File: config.mk
export PLATFORM = sky130hd
export DESIGN_NAME = sample_fifo
export DESIGN_NICKNAME = d
export VERILOG_FILES = /design/src/rtl/sfifo_pkg.sv /design/src/rtl/sfifo_pack.sv /design/src/rtl/sfifo_store.sv /design/src/rtl/sfifo_sticky.sv /design/src/rtl/sample_fifo.sv
export SDC_FILE = /design/constraint.sdc
export NUM_CORES = 1
export LEC_CHECK = 0
export BUFFER_PORTS_ARGS = -buffer_cell sky130_fd_sc_hd__clkbuf_2
export CORE_ASPECT_RATIO = 1.4
export CORE_MARGIN = 10
export CORE_UTILIZATION = 55
export DETAILED_ROUTE_END_ITERATION = 16
export PLACE_DENSITY = 0.79
export RECOVER_POWER = 50
export SKIP_LAST_GASP = 1
export SYNTH_ARGS = -nofsm -noshare
export SYNTH_HDL_FRONTEND = slang
export SYNTH_SLANG_ARGS = --single-unit
File: constraint.sdc
create_clock -name clk_i -period 4.7 [get_ports clk_i]
set_clock_uncertainty 0.2 [all_clocks]
set_input_delay 0.94 -clock clk_i [delete_from_list [all_inputs] [get_ports clk_i]]
set_output_delay 0.94 -clock clk_i [all_outputs]
set_load 0.01 [all_outputs]
File: src/rtl/sfifo_pkg.sv
package sfifo_pkg;
  typedef enum logic [0:0] {
    FLG_OVER  = 1'b0,
    FLG_UNDER = 1'b1
  } flag_e;
  localparam int unsigned N_FLAGS = 2;
endpackage

File: src/rtl/sfifo_pack.sv
module sfifo_pack #(
  parameter int unsigned VAL_W  = 12,
  parameter int unsigned BYTE_W = 8,
  parameter int unsigned DATA_W = 16
) (
  input  logic [VAL_W-1:0]  val_i,
  input  logic              err_i,
  input  logic              shift_i,
  input  logic              keep_i,
  output logic [DATA_W-1:0] word_o
);
  localparam int unsigned SHAMT = VAL_W - BYTE_W;

  always_comb begin
    word_o = '0;
    word_o[VAL_W-1:0] = shift_i ? (val_i >> SHAMT) : val_i;
    // error bit position is fixed regardless of packing
    word_o[DATA_W-1]  = keep_i & err_i;
  end
endmodule

File: src/rtl/sfifo_store.sv
module sfifo_store #(
  parameter int unsigned DEPTH  = 4,
  parameter int unsigned DATA_W = 16,
  parameter int unsigned LVL_W  = 4
) (
  input  logic              clk_i,
  input  logic              rst_ni,
  input  logic              push_i,
  input  logic [DATA_W-1:0] push_word_i,
  input  logic              pop_i,
  output logic [DATA_W-1:0] head_o,
  output logic [LVL_W-1:0]  level_o,
  output logic              full_o,
  output logic              empty_o,
  output logic              ovf_evt_o,
  output logic              unf_evt_o
);
  localparam int unsigned PTR_W = (DEPTH > 1) ? $clog2(DEPTH) : 1;
  localparam logic [PTR_W-1:0] PTR_LAST = PTR_W'(DEPTH - 1);
  localparam logic [LVL_W-1:0] LVL_FULL = LVL_W'(DEPTH);

  logic [DATA_W-1:0] mem_q [DEPTH];
  logic [PTR_W-1:0]  wr_ptr_q, rd_ptr_q;
  logic [LVL_W-1:0]  cnt_q;
  logic              push_ok, pop_ok;

  assign full_o    = (cnt_q == LVL_FULL);
  assign empty_o   = (cnt_q == '0);
  assign push_ok   = push_i & ~full_o;
  assign pop_ok    = pop_i & ~empty_o;
  assign ovf_evt_o = push_i & full_o;
  assign unf_evt_o = pop_i & empty_o;
  assign level_o   = cnt_q;
  assign head_o    = empty_o ? '0 : mem_q[rd_ptr_q];

  always_ff @(posedge clk_i or negedge rst_ni) begin
    if (!rst_ni) begin
      wr_ptr_q <= '0;
      rd_ptr_q <= '0;
      cnt_q    <= '0;
    end else begin
      if (push_ok) wr_ptr_q <= (wr_ptr_q == PTR_LAST) ? '0 : wr_ptr_q + 1'b1;
      if (pop_ok)  rd_ptr_q <= (rd_ptr_q == PTR_LAST) ? '0 : rd_ptr_q + 1'b1;
      case ({push_ok, pop_ok})
        2'b10:   cnt_q <= cnt_q + 1'b1;
        2'b01:   cnt_q <= cnt_q - 1'b1;
        default: cnt_q <= cnt_q;
      endcase
    end
  end

  for (genvar g = 0; g < DEPTH; g++) begin : g_slot
    always_ff @(posedge clk_i or negedge rst_ni) begin
      if (!rst_ni)                             mem_q[g] <= '0;
      else if (push_ok && wr_ptr_q == PTR_W'(g)) mem_q[g] <= push_word_i;
    end
  end
endmodule

File: src/rtl/sfifo_sticky.sv
module sfifo_sticky #(
  parameter int unsigned N = 2
) (
  input  logic         clk_i,
  input  logic         rst_ni,
  input  logic [N-1:0] set_i,
  input  logic [N-1:0] clr_i,
  output logic [N-1:0] flag_o
);
  for (genvar g = 0; g < N; g++) begin : g_flag
    always_ff @(posedge clk_i or negedge rst_ni) begin
      if (!rst_ni)       flag_o[g] <= 1'b0;
      else if (set_i[g]) flag_o[g] <= 1'b1;   // new event beats clear
      else if (clr_i[g]) flag_o[g] <= 1'b0;
    end
  end
endmodule

File: src/rtl/sample_fifo.sv
module sample_fifo #(
  parameter int unsigned DEPTH  = 4,
  parameter int unsigned VAL_W  = 12,
  parameter int unsigned BYTE_W = 8,
  parameter int unsigned DATA_W = 16,
  parameter int unsigned LVL_W  = 4
) (
  input  logic              clk_i,
  input  logic              rst_ni,
  input  logic              push_i,
  input  logic [VAL_W-1:0]  push_val_i,
  input  logic              push_err_i,
  input  logic              pop_i,
  input  logic              fifo_en_i,
  input  logic              shift_en_i,
  input  logic              err_keep_i,
  input  logic              req_en_i,
  input  logic [LVL_W-1:0]  thresh_i,
  input  logic              clr_over_i,
  input  logic              clr_under_i,
  input  logic              irq_en_i,
  input  logic              irq_force_i,
  output logic [DATA_W-1:0] rd_data_o,
  output logic [LVL_W-1:0]  level_o,
  output logic              full_o,
  output logic              empty_o,
  output logic              over_o,
  output logic              under_o,
  output logic              dma_req_o,
  output logic              irq_raw_o,
  output logic              irq_o
);
  import sfifo_pkg::*;

  logic [DATA_W-1:0]  word;
  logic               ovf_evt, unf_evt;
  logic [N_FLAGS-1:0] flg_set, flg_clr, flg;

  sfifo_pack #(.VAL_W(VAL_W), .BYTE_W(BYTE_W), .DATA_W(DATA_W)) u_pack (
    .val_i   (push_val_i),
    .err_i   (push_err_i),
    .shift_i (shift_en_i),
    .keep_i  (err_keep_i),
    .word_o  (word)
  );

  sfifo_store #(.DEPTH(DEPTH), .DATA_W(DATA_W), .LVL_W(LVL_W)) u_store (
    .clk_i       (clk_i),
    .rst_ni      (rst_ni),
    .push_i      (push_i & fifo_en_i),
    .push_word_i (word),
    .pop_i       (pop_i),
    .head_o      (rd_data_o),
    .level_o     (level_o),
    .full_o      (full_o),
    .empty_o     (empty_o),
    .ovf_evt_o   (ovf_evt),
    .unf_evt_o   (unf_evt)
  );

  always_comb begin
    flg_set = '0;
    flg_clr = '0;
    flg_set[FLG_OVER]  = ovf_evt;
    flg_set[FLG_UNDER] = unf_evt;
    flg_clr[FLG_OVER]  = clr_over_i;
    flg_clr[FLG_UNDER] = clr_under_i;
  end

  sfifo_sticky #(.N(N_FLAGS)) u_sticky (
    .clk_i  (clk_i),
    .rst_ni (rst_ni),
    .set_i  (flg_set),
    .clr_i  (flg_clr),
    .flag_o (flg)
  );

  assign over_o    = flg[FLG_OVER];
  assign under_o   = flg[FLG_UNDER];
  assign irq_raw_o = (level_o >= thresh_i);
  assign dma_req_o = irq_raw_o & req_en_i;
  assign irq_o     = (irq_raw_o & irq_en_i) | irq_force_i;
endmodule

# Word-level counts from Yosys, hierarchy flattened

Index checks and enable logic that the tools add are counted.

Reduce and logical (&&, ||, !) cells: 9
Bitwise gates (word level): 12
Equal/unequal tests: 7
Mux-type cells: 12
Order comparisons: 2
Add/sub/neg operators: 4

Operator list:

| operator                                         | count |
|---|---|
| two-way mux 16 bit                               | 3 |
| binary-select mux 16 bit (select 2 bit)          | 1 |
| two-way mux 12 bit                               | 1 |
| bitwise AND 1 bit                                | 8 |
| == test 2 bit, second input constant             | 4 |
| case mux 4 bit (2 select lines)                  | 1 |
| nonzero test 2 bit                               | 3 |
| adder 2 x 1 -> 2 bit, second input constant      | 2 |
| adder 4 x 1 -> 4 bit, second input constant      | 1 |
| == test 2 x 1 -> 1 bit, second input constant    | 2 |
| == test 4 x 3 -> 1 bit, second input constant    | 1 |
| >= comparator 4 bit                              | 1 |
| logical AND 1 bit                                | 4 |
| logical NOT 4 bit                                | 1 |
| two-way mux 1 bit                                | 4 |
| two-way mux 2 bit                                | 2 |
| subtractor 4 x 1 -> 4 bit, second input constant | 1 |
| >= comparator 3 bit, second input constant       | 1 |
| inverter 2 -> 3 bit                              | 1 |
| logical NOT 2 bit                                | 1 |
| inverter 1 bit                                   | 2 |
| OR 1 bit                                         | 1 |

Output and inout port bits: 27
Input bits: 29
Word-level logic and storage cells: 55
Bits in registers: 62

# Logic depth before layout (Yosys ltp)

Gate-level depths: netlist (run 1).

Depth in word-level cells: 5
Mapped depth: 12
Mapped depth without buffers: 11

# By module

A second synthesis (run 1) with hierarchy kept.

Cells, all modules: 264
Area total of the unflattened synthesis: 3937.5 sq um

Modules (own cells, without submodules):

| module       | instances | cells each | area each (sq um) | sequential area each (sq um) |
|---|---|---|---|---|
| sfifo_store  | 1         | 225        | 3554.7            | 1801.7 |
| sfifo_pack   | 1         | 18         | 191.4             | 0.0 |
| sample_fifo  | 1         | 15         | 118.9             | 0.0 |
| sfifo_sticky | 1         | 6          | 72.6              | 50.0 |

# Worst setup path after synthesis (run 1)

Ideal clock, no wire load.

Path type: input port to output port
Start point: in thresh_i[0]
End point: out dma_req_o
Arrival: 1.924 ns
Slack: 1.636 ns
Required time: 3.560 ns
Path buffers: 0
Stages on the path: 5
Cells stage by stage: ha_1 > nand2b_1 > a21oi_1 > o21ai_0 > and2_1

Cells in the longest elaborated chain, start to end: 2

Ends and longest elaborated chain:

| element             | line              | RTL |
|---|---|---|
| from (decl)         | sample_fifo.sv:18 | `input logic [LVL_W-1:0] thresh_i,` |
| >= comparator 4 bit | sample_fifo.sv:80 | `assign irq_raw_o = (level_o >= thresh_i);` |
| via irq_raw_o       | sample_fifo.sv:30 | `output logic irq_raw_o,` |
| bitwise AND 1 bit   | sample_fifo.sv:81 | `assign dma_req_o = irq_raw_o & req_en_i;` |
| to (decl)           | sample_fifo.sv:29 | `output logic dma_req_o,` |

The timed path passes the listed nets, and every way through them passes these cells.

==> results.cfg, run 1 <==
[worst_setup_path]
crit_slowest_cell = clkbuf_1
required_ns = 4.75
cp_common_cell = clkbuf_1
cp.arrival_ns = 3.41
r2r_slack_ns = 1.42
path_cells = clkbuf_1, clkbuf_1
reg2regPathDepth = 11
reg2reg_from = u_store.level_o[2]$_DFFE_PN0P_
critPathTopFamily = buffers and inverters
cpPeakStageDelay_ns = 1.43
cp_max_fo = 39
critPathCaptureType = asynchronous set/reset pin
rr_endpoint = u_store.level_o[2]$_DFFE_PN0P_
cp-start-kind = input port
critical_path_buf_inv_count = 2
crit_type = input port to asynchronous set/reset pin

[worst_hold_path]
min_to = u_store.mem_q[15]$_DFFE_PN0P_
hold_class = flip-flop to flip-flop
hold_start = u_store.mem_q[15]$_DFFE_PN0P_
whs_path_depth = 2

[synth]
synth_top_area_share_pct = 49.3
synth_warnings = 0
ys_types = 34
async_reset_ff_share_pct = 100
ys.flop_type = dfrtp_1
syn_inst = 289
synthTopCellsByArea = dfrtp_1, mux4_2, o21ai_0
yosys.cell_count.top_type = dfrtp_1
netlist_area_sq_um = 3150
synth_area_per_cell_sq_um = 10.9
synth_edf_count = 0
yosysTopAreaCell = dfrtp_1
synthTopCellsByCount = dfrtp_1, nand2_1, o21ai_0, mux4_2
ys_seq_area_share_pct = 49.3
synth_seq_cells = 62

[timing]
relSlewSlack_pct = -35.3
finalHoldViolCount = 0
fmax_mhz = 298
rsz0062_at_grt = false
slew_viol_final = 40
setup_viol = 0
tightest_slew_ns = 2.03
fin_crit_ns = 3.36
tns_ns = 0
fin_crit_sh_pct = 71.5

[placement]
numPortBuffers = 52
dpl.hpwl_um = 4710
gp_congestion = 0.730

[power_and_ir_drop]
cellPowerDensity_nw_per_um2 = 666
p_leak_uw = 0.00172
peakVddDrop_mv = 0.343

[final_layout]
nNetsFinal = 379
drive_gt1_share_pct = 24.5
final_core_util_pct = 64.2
diodes = 0
area_growth_pct = 12.6

[clock_network]
post_cts_resize_count = 0
cts_tree = built
cts_buffers = 9
clk_latency_ns = 0.34
clock-sinks = 62
path_clk_slew_ns = 0.07
hold_buffers = 0
cts_max_level = 3
cts_buffer_depth = 2
cts_setup_buffers = 0
cts_root_buffer = clkbuf_8

[drt]
vias = 2268
drt_first_pass_iters = 4
drt_iter0_drc = 77
wl_per_cell_um = 16.4
wirelength_um = 6740
vias_per_cell = 5.52
ant_nets = 0
drc = 0

[global_routing]
grt_pass1_vias = 2393
track_usage_pct = 15.7
grt_busiest_layer = met2
grt_first_pass_wirelength_um = 11500
grt_max_degree = 40
use_met1_pct = 17.6
grt_overflow = 0
grt_use_met3_pct = 5.85
met2_usage_pct = 26.3
antenna_found_initial = 0

[floorplan]
die_area_sq_um = 9200
floorplan.initialDensity_pct = 57.0
core_area_sq_um = 5530
die_w_um = 84.0
ios = 56
die_h_um = 110
fp-row-count = 32

[run_status]
status = finished with violations
violations = capacitance limit, slew limit

[flow_run]
maxCapViolCount = 1
==> cell type report <==
| type | instances | area [sq um] |
|---|---|---|
| fillers | 445 | 1980 |
| flip-flops and latches | 62 | 1550 |
| multi-input cells | 200 | 1420 |
| repair buffers | 54 | 263 |
| clock buffers | 10 | 128 |
| well taps | 68 | 85.1 |
| clock inverters | 6 | 62.6 |
| inverters | 11 | 41.3 |
==> cells by family after synthesis <==
logic type	Yosys count	share of synthesized area, %
simple gates	92	15.3
compound gates	65	10.8
flops	62	49.3
buf+inv	29	5.76
mux	23	12.6
fa+ha+maj	12	4.77
xor+xnor	5	1.39
other cells	1	0.119
==> layout by cell type (no fill, tap or decap), types with 6 or more instances in the layout <==
| cell type | instances |
|---|---|
| dfrtp_1 | 62 |
| nand2_1 | 57 |
| o21ai_0 | 53 |
| clkbuf_2 | 48 |
| mux4_2 | 13 |
| nor2b_1 | 12 |
| ha_1 | 12 |
| inv_1 | 10 |
| clkbuf_8 | 9 |
| mux2i_1 | 8 |
| clkbuf_1 | 7 |
| nand2b_1 | 6 |
==> worst register-to-register path: cells and delay by family (launching register included) <==
| kind | cells | cell delay, ns |
|---|---|---|
| buf+inv | 2 | 0.74 |
| simple gates | 3 | 0.64 |
| xor+xnor | 3 | 0.49 |
| flops | 1 | 0.48 |
| fa+ha+maj | 2 | 0.45 |
| compound gates | 1 | 0.15 |
==> flip-flops by register name, indices dropped and copies added, names as in the netlist <==
register	count
u_store.level_o	4
u_sticky.flag_o	2
u_store.mem_q	52
u_store.wr_ptr_q	2
u_store.rd_ptr_q	2
==> stage by stage <==
step	instance area, sq um	hold WS, ns	setup slack (ns)	cells	total power (uW)
after global placement	3380	0.257	1.57	395	1890
final	3550	0.279	1.34	411	2360
after detailed placement	3380	0.267	1.53	395	1940
after CTS	3570	0.282	1.32	411	2400
after global routing	3550	0.309	0.823	411	2560
after floorplan	3160	0.244	1.64	291	1630
==> layer usage <==
metal / up-vias / part of all wire, % / routed length, um
met3: 9 / 6.2 / 420
met1: 1108 / 42 / 2810
met4: 0 / 1.6 / 110
li1: 1085 / - / -
met5: - / 0 / 0
met2: 66 / 50 / 3400
==> worst max-delay path by stage <==
stage | from | endpoint | slack [ns] | depth (start not counted)
floorplan | thresh_i[0] | dma_req_o | 1.64 | 5
global placement | thresh_i[0] | irq_o | 1.57 | 7
detailed placement | thresh_i[0] | irq_o | 1.53 | 7
CTS | u_store.rd_ptr_q[0]$_DFFE_PN0P_ | rd_data_o[1] | 1.32 | 3
global route | rst_ni | u_store.level_o[0]$_DFFE_PN0P_ | 0.82 | 2
finish | rst_ni | u_store.level_o[0]$_DFFE_PN0P_ | 1.34 | 2
==> report_power, final <==
part,internal (uW),switching (uW),total (uW)
Combinational,467,444,911
Sequential,778,220,998
Clock,243,209,451
Total,1490,873,2360
Note: power is estimated with default switching activity, not from simulation.
==> run 2: changes to the inputs <==
--- a/config.mk
+++ b/config.mk
@@ -8,9 +8,9 @@
 export BUFFER_PORTS_ARGS = -buffer_cell sky130_fd_sc_hd__clkbuf_2
 export CORE_ASPECT_RATIO = 1.4
 export CORE_MARGIN = 10
-export CORE_UTILIZATION = 55
+export CORE_UTILIZATION = 50
 export DETAILED_ROUTE_END_ITERATION = 16
-export PLACE_DENSITY = 0.79
+export PLACE_DENSITY = 0.75
 export RECOVER_POWER = 50
 export SKIP_LAST_GASP = 1
 export SYNTH_ARGS = -nofsm -noshare
==> constraint.sdc (replaced) <==
create_clock -name clk_i -period 2.7 [get_ports clk_i]
set_clock_uncertainty 0.2 [all_clocks]
set_input_delay 0.54 -clock clk_i [delete_from_list [all_inputs] [get_ports clk_i]]
set_output_delay 0.54 -clock clk_i [all_outputs]
set_load 0.01 [all_outputs]
==> results.cfg, run 2 (same netlist as run 1, synthesis figures left out) <==
[run_status]
status = completed

[floorplan]
die_w_um = 87.1
floorplan.initialDensity_pct = 51.1
ios = 56
fp-row-count = 34
die_area_sq_um = 9920
die_h_um = 114
core_area_sq_um = 6170

[worst_setup_path]
crit_type = flip-flop to output port
cp-start-kind = flip-flop
required_ns = 1.96
cp_max_fo = 6
critPathCaptureType = output port
cp.arrival_ns = 1.85

[final_layout]
diodes = 0
postLayoutCellArea_sq_um = 3680
regMostFlops = u_store.mem_q
final_common_cell = dfrtp_1
area_growth_pct = 17.0
largest_register_ffs = 52
nNetsFinal = 389
fillers = 513
final_cell_mix = dfrtp_1, nand2_1, o21ai_0
drive_gt1_share_pct = 28.9

[global_routing]
grt_pass1_vias = 2531
track_usage_pct = 15.2
grt_first_pass_wirelength_um = 12100
grt_overflow = 0
grt_max_degree = 30
antenna_found_initial = 0

[timing]
fin_crit_sh_pct = 95.8
fmax_mhz = 386
slew_viol_final = 0
whs_ns = 0.186
tns_ns = 0
relSlewSlack_pct = 23.3
fin_crit_ns = 2.59
setup_viol = 0
tightest_slew_ns = 1.15
finalHoldViolCount = 0

[drt]
vias_per_cell = 5.39
vias = 2291
ant_nets = 0
drt_iter0_drc = 164
drc = 0
wl_per_cell_um = 16.5
drt_first_pass_iters = 4
wirelength_um = 7020

[flow_run]
maxCapViolCount = 0

[clock_network]
clk_latency_ns = 0.33
cts_tree = built
cts_max_level = 3
clock-sinks = 62
hold_buffers = 0
cts_buffers = 9
cts_buffer_depth = 2
cts_root_buffer = clkbuf_8
path_clk_slew_ns = 0.07

[power_and_ir_drop]
cellPowerDensity_nw_per_um2 = 1190
peakVddDrop_mv = 0.641
p_leak_uw = 0.00180

[placement]
postPlaceCellArea_sq_um = 3460
numPortBuffers = 52
dpl.hpwl_um = 4990
gp_congestion = 0.821

[worst_hold_path]
hold_class = input port to flip-flop
## run 2: layout make-up
class	instances	area [sq um]	share of cell area, %
tap	72	90.1	2.45
clock inverter	4	70.1	1.90
inverter	11	41.3	1.12
timing repair buffer	64	344	9.34
multi-input combinational	200	1440	39.1
clock buffer	12	145	3.94
sequential	62	1550	42.2
## run 2: routing by layer
metal | up-vias | part of all wire (%) | global-route usage (%)
met2 | 57 | 52 | 25.7
met3 | 9 | 5.6 | 4.56
met4 | 0 | 1.2 | 4.98
li1 | 1105 | - | -
met5 | - | 0 | 0
met1 | 1120 | 41 | 17.7
## run 2: metrics by stage
step | utilization, % | instances | setup WS [ns] | total power [uW]
floorplan | - | 291 | 0.0140 | 2840
global placement | 56.1 | 407 | 0.222 | 3390
detailed placement | 56.1 | 407 | 0.142 | 3480
CTS | 59.6 | 423 | 0.0281 | 4390
global route | 59.7 | 425 | -0.00473 | 4750
finish | 59.7 | 425 | 0.113 | 4370
## run 2: timing repair
action,CTS,global route
resized for setup,0,6
buffers inserted,0,2
endpoints found under the setup margin,0,3
## run 2: worst max-delay path, cell delays in order (launching register included)
cell and delay [ns]:
dfrtp_1 0.39, buf_6 0.14, inv_1 0.04, ha_1 0.26, nand2b_1 0.15, a21oi_2 0.14, o21ai_1 0.09, a21o_1 0.19
clkbuf_2 0.12
## run 2: power breakdown
| group | switching [uW] | total [uW] | internal [uW] |
|---|---|---|---|
| Clock | 350 | 893 | 543 |
| Sequential | 257 | 1610 | 1360 |
| Combinational | 946 | 1860 | 918 |
## run 2: worst paths after layout
check	start	end	cells past startpoint	slack, ns
setup reg to reg	u_store.level_o[3]$_DFFE_PN0P_	u_store.level_o[2]$_DFFE_PN0P_	10	0.14
min in group asynchronous	rst_ni	u_store.mem_q[11]$_DFFE_PN0P_	1	0.21
hold reg to reg	u_store.mem_q[20]$_DFFE_PN0P_	u_store.mem_q[20]$_DFFE_PN0P_	2	0.28
setup / recovery	u_store.level_o[0]$_DFFE_PN0P_	irq_o	8	0.11
hold / removal	clr_under_i	u_sticky.flag_o[1]$_DFFE_PN0P_	2	0.19
max in group asynchronous	rst_ni	u_store.level_o[3]$_DFFE_PN0P_	2	0.74
==> run 3: changes to the inputs <==
--- a/config.mk
+++ b/config.mk
@@ -11,7 +11,6 @@
 export CORE_UTILIZATION = 50
 export DETAILED_ROUTE_END_ITERATION = 16
 export PLACE_DENSITY = 0.75
-export RECOVER_POWER = 50
 export SKIP_LAST_GASP = 1
 export SYNTH_ARGS = -nofsm -noshare
 export SYNTH_HDL_FRONTEND = slang
==> constraint.sdc (replaced) <==
create_clock -name clk_i -period 2.1 [get_ports clk_i]
set_clock_uncertainty 0.2 [all_clocks]
set_input_delay 0.42 -clock clk_i [delete_from_list [all_inputs] [get_ports clk_i]]
set_output_delay 0.42 -clock clk_i [all_outputs]
set_load 0.01 [all_outputs]
==> results.cfg, run 3 (same netlist as run 1, synthesis figures left out) <==
[worst_hold_path]
hold_class = input port to flip-flop

[power_and_ir_drop]
clkPwrFrac_pct = 17.8
sequentialPowerShare_pct = 34.9
p_leak_uw = 0.00192
switchingPower_uw = 2120
power.internal_uw = 3810
comb_power_share_pct = 47.3
peakVddDrop_mv = 1.01
swShare_pct = 35.8
cellPowerDensity_nw_per_um2 = 1500

[placement]
numPortBuffers = 52
gp_congestion = 0.750
place_ws_ns = -0.338
dp.cells = 415
dpl.hpwl_um = 4890
postPlaceCellArea_sq_um = 3570

[timing]
rsz0062_at_grt = true
setup_viol = 22
setup_slack_ns = -0.310
fin_crit_ns = 2.41
fin_crit_sh_pct = 115
slew_viol_final = 0
finalHoldViolCount = 0
fmax_mhz = 415

[drt]
ant_nets = 0
wirelength_um = 7220
drc = 0
drt_iter0_drc = 101
drt_first_pass_iters = 4
vias_per_cell = 5.33
wl_per_cell_um = 16.4
vias = 2342

[floorplan]
core_area_sq_um = 6170
die_w_um = 87.1
fp-row-count = 34
die_area_sq_um = 9920
ios = 56
die_h_um = 114
floorplan.initialDensity_pct = 51.1

[clock_network]
cts_buffers = 9
clock-sinks = 62
cts_tree = built
cts_buffer_depth = 2
cts_root_buffer = clkbuf_8
path_clk_slew_ns = 0.07
clk_latency_ns = 0.34
cts_max_level = 3

[global_routing]
track_usage_pct = 15.1
grt_overflow = 0
grt_pass1_vias = 2545
grt_max_degree = 63
antenna_found_initial = 0
grt_first_pass_wirelength_um = 11900

[worst_setup_path]
critPathCaptureType = flip-flop
cp-start-kind = flip-flop
required_ns = 2.12
cp_max_fo = 3
crit_type = flip-flop to flip-flop
cp.arrival_ns = 2.43

[final_layout]
largest_register_ffs = 52
area_growth_pct = 25.8
final_common_cell = dfrtp_1
nNetsFinal = 404
diodes = 0
postLayoutCellArea_sq_um = 3960
drive_gt1_share_pct = 36.2
final_cell_mix = dfrtp_1, nand2_1, o21ai_0
fillers = 472
regMostFlops = u_store.mem_q
final_core_util_pct = 64.2
final_cells = 439

[run_status]
status = finished with violations
violations = setup timing

[flow_run]
maxCapViolCount = 0
## run 3: cell count changes in the layout (fill, tap and decap cells not counted), moves of 3 or more
cell	delta
buf_6	+3
clkbuf_1	-5
ha_4	+4
buf_4	+10
ha_1	-3
## run 3: power by group through the flow
| stage | Combinational, uW | Sequential [uW] | Clock (uW) |
|---|---|---|---|
| floorplan | 1650 | 2050 | 0 |
| global placement | 2450 | 2030 | 0 |
| detailed placement | 2530 | 2070 | 0 |
| CTS | 2770 | 2060 | 1060 |
| global route | 3130 | 2140 | 1120 |
| finish | 2810 | 2070 | 1060 |
## run 3: worst paths after layout
| kind | startpoint | to | slack, ns | cells after the start |
|---|---|---|---|---|
| min in group asynchronous | rst_ni | u_store.mem_q[10]$_DFFE_PN0P_ | 0.41 | 3 |
| max in group asynchronous | rst_ni | u_store.level_o[2]$_DFFE_PN0P_ | 1.00 | 3 |
| worst min-delay path | clr_over_i | u_sticky.flag_o[0]$_DFFE_PN0P_ | 0.07 | 2 |
| worst max-delay path | u_store.level_o[0]$_DFFE_PN0P_ | u_store.level_o[2]$_DFFE_PN0P_ | -0.31 | 12 |
| worst max register to register | u_store.level_o[0]$_DFFE_PN0P_ | u_store.level_o[2]$_DFFE_PN0P_ | -0.31 | 12 |
| worst min register to register | u_store.mem_q[49]$_DFFE_PN0P_ | u_store.mem_q[49]$_DFFE_PN0P_ | 0.28 | 2 |
## run 3: routing by layer
metal / wire length (um) / part of all wire [%] / GRT usage (%)
met1: 2940 / 41 / 16.7
met2: 3750 / 52 / 26.3
met3: 422 / 5.8 / 4.71
met4: 102 / 1.4 / 5.20
met5: 0 / 0 / 0
## run 3: layout make-up
cell class | instances | area (sq um) | share of cell area, %
Clock buffer | 12 | 155 | 3.92
Clock inverter | 3 | 43.8 | 1.11
Multi-Input combinational cell | 200 | 1540 | 38.8
Tap cell | 72 | 90.1 | 2.27
Sequential cell | 62 | 1560 | 39.3
Timing Repair Buffer | 79 | 533 | 13.5
Inverter | 11 | 46.3 | 1.17
## run 3: critical path, stage by stage, from the launching register on
cell and delay (ns):
dfrtp_1 0.39, buf_6 0.13, buf_4 0.14, nor4_4 0.15, nand2b_4 0.18, inv_1 0.10, ha_4 0.18, xor2_1 0.15
ha_1 0.19, a21oi_2 0.11, xor2_1 0.16, nor2_1 0.06, xor2_1 0.14
## run 3: metrics by stage
stage,TNS [ns],total power (uW),hold WS (ns)
after global placement,-0.769,4480,0.256
after global routing,-6.57,6390,0.0559
after detailed placement,-0.905,4600,0.258
after floorplan,-1.13,3700,-0.0756
after CTS,-5.02,5890,0.0607
final,-5.02,5930,0.0664
## run 3: timing repair
action / CTS / global route
hold endpoints to repair: 62 / 0
setup buffers: 6 / 1
pin swaps: 5 / 0
hold buffers: 1 / 0
cloned: 0 / 1
endpoints found under the setup margin: 22 / 22
gates resized for setup: 17 / 3
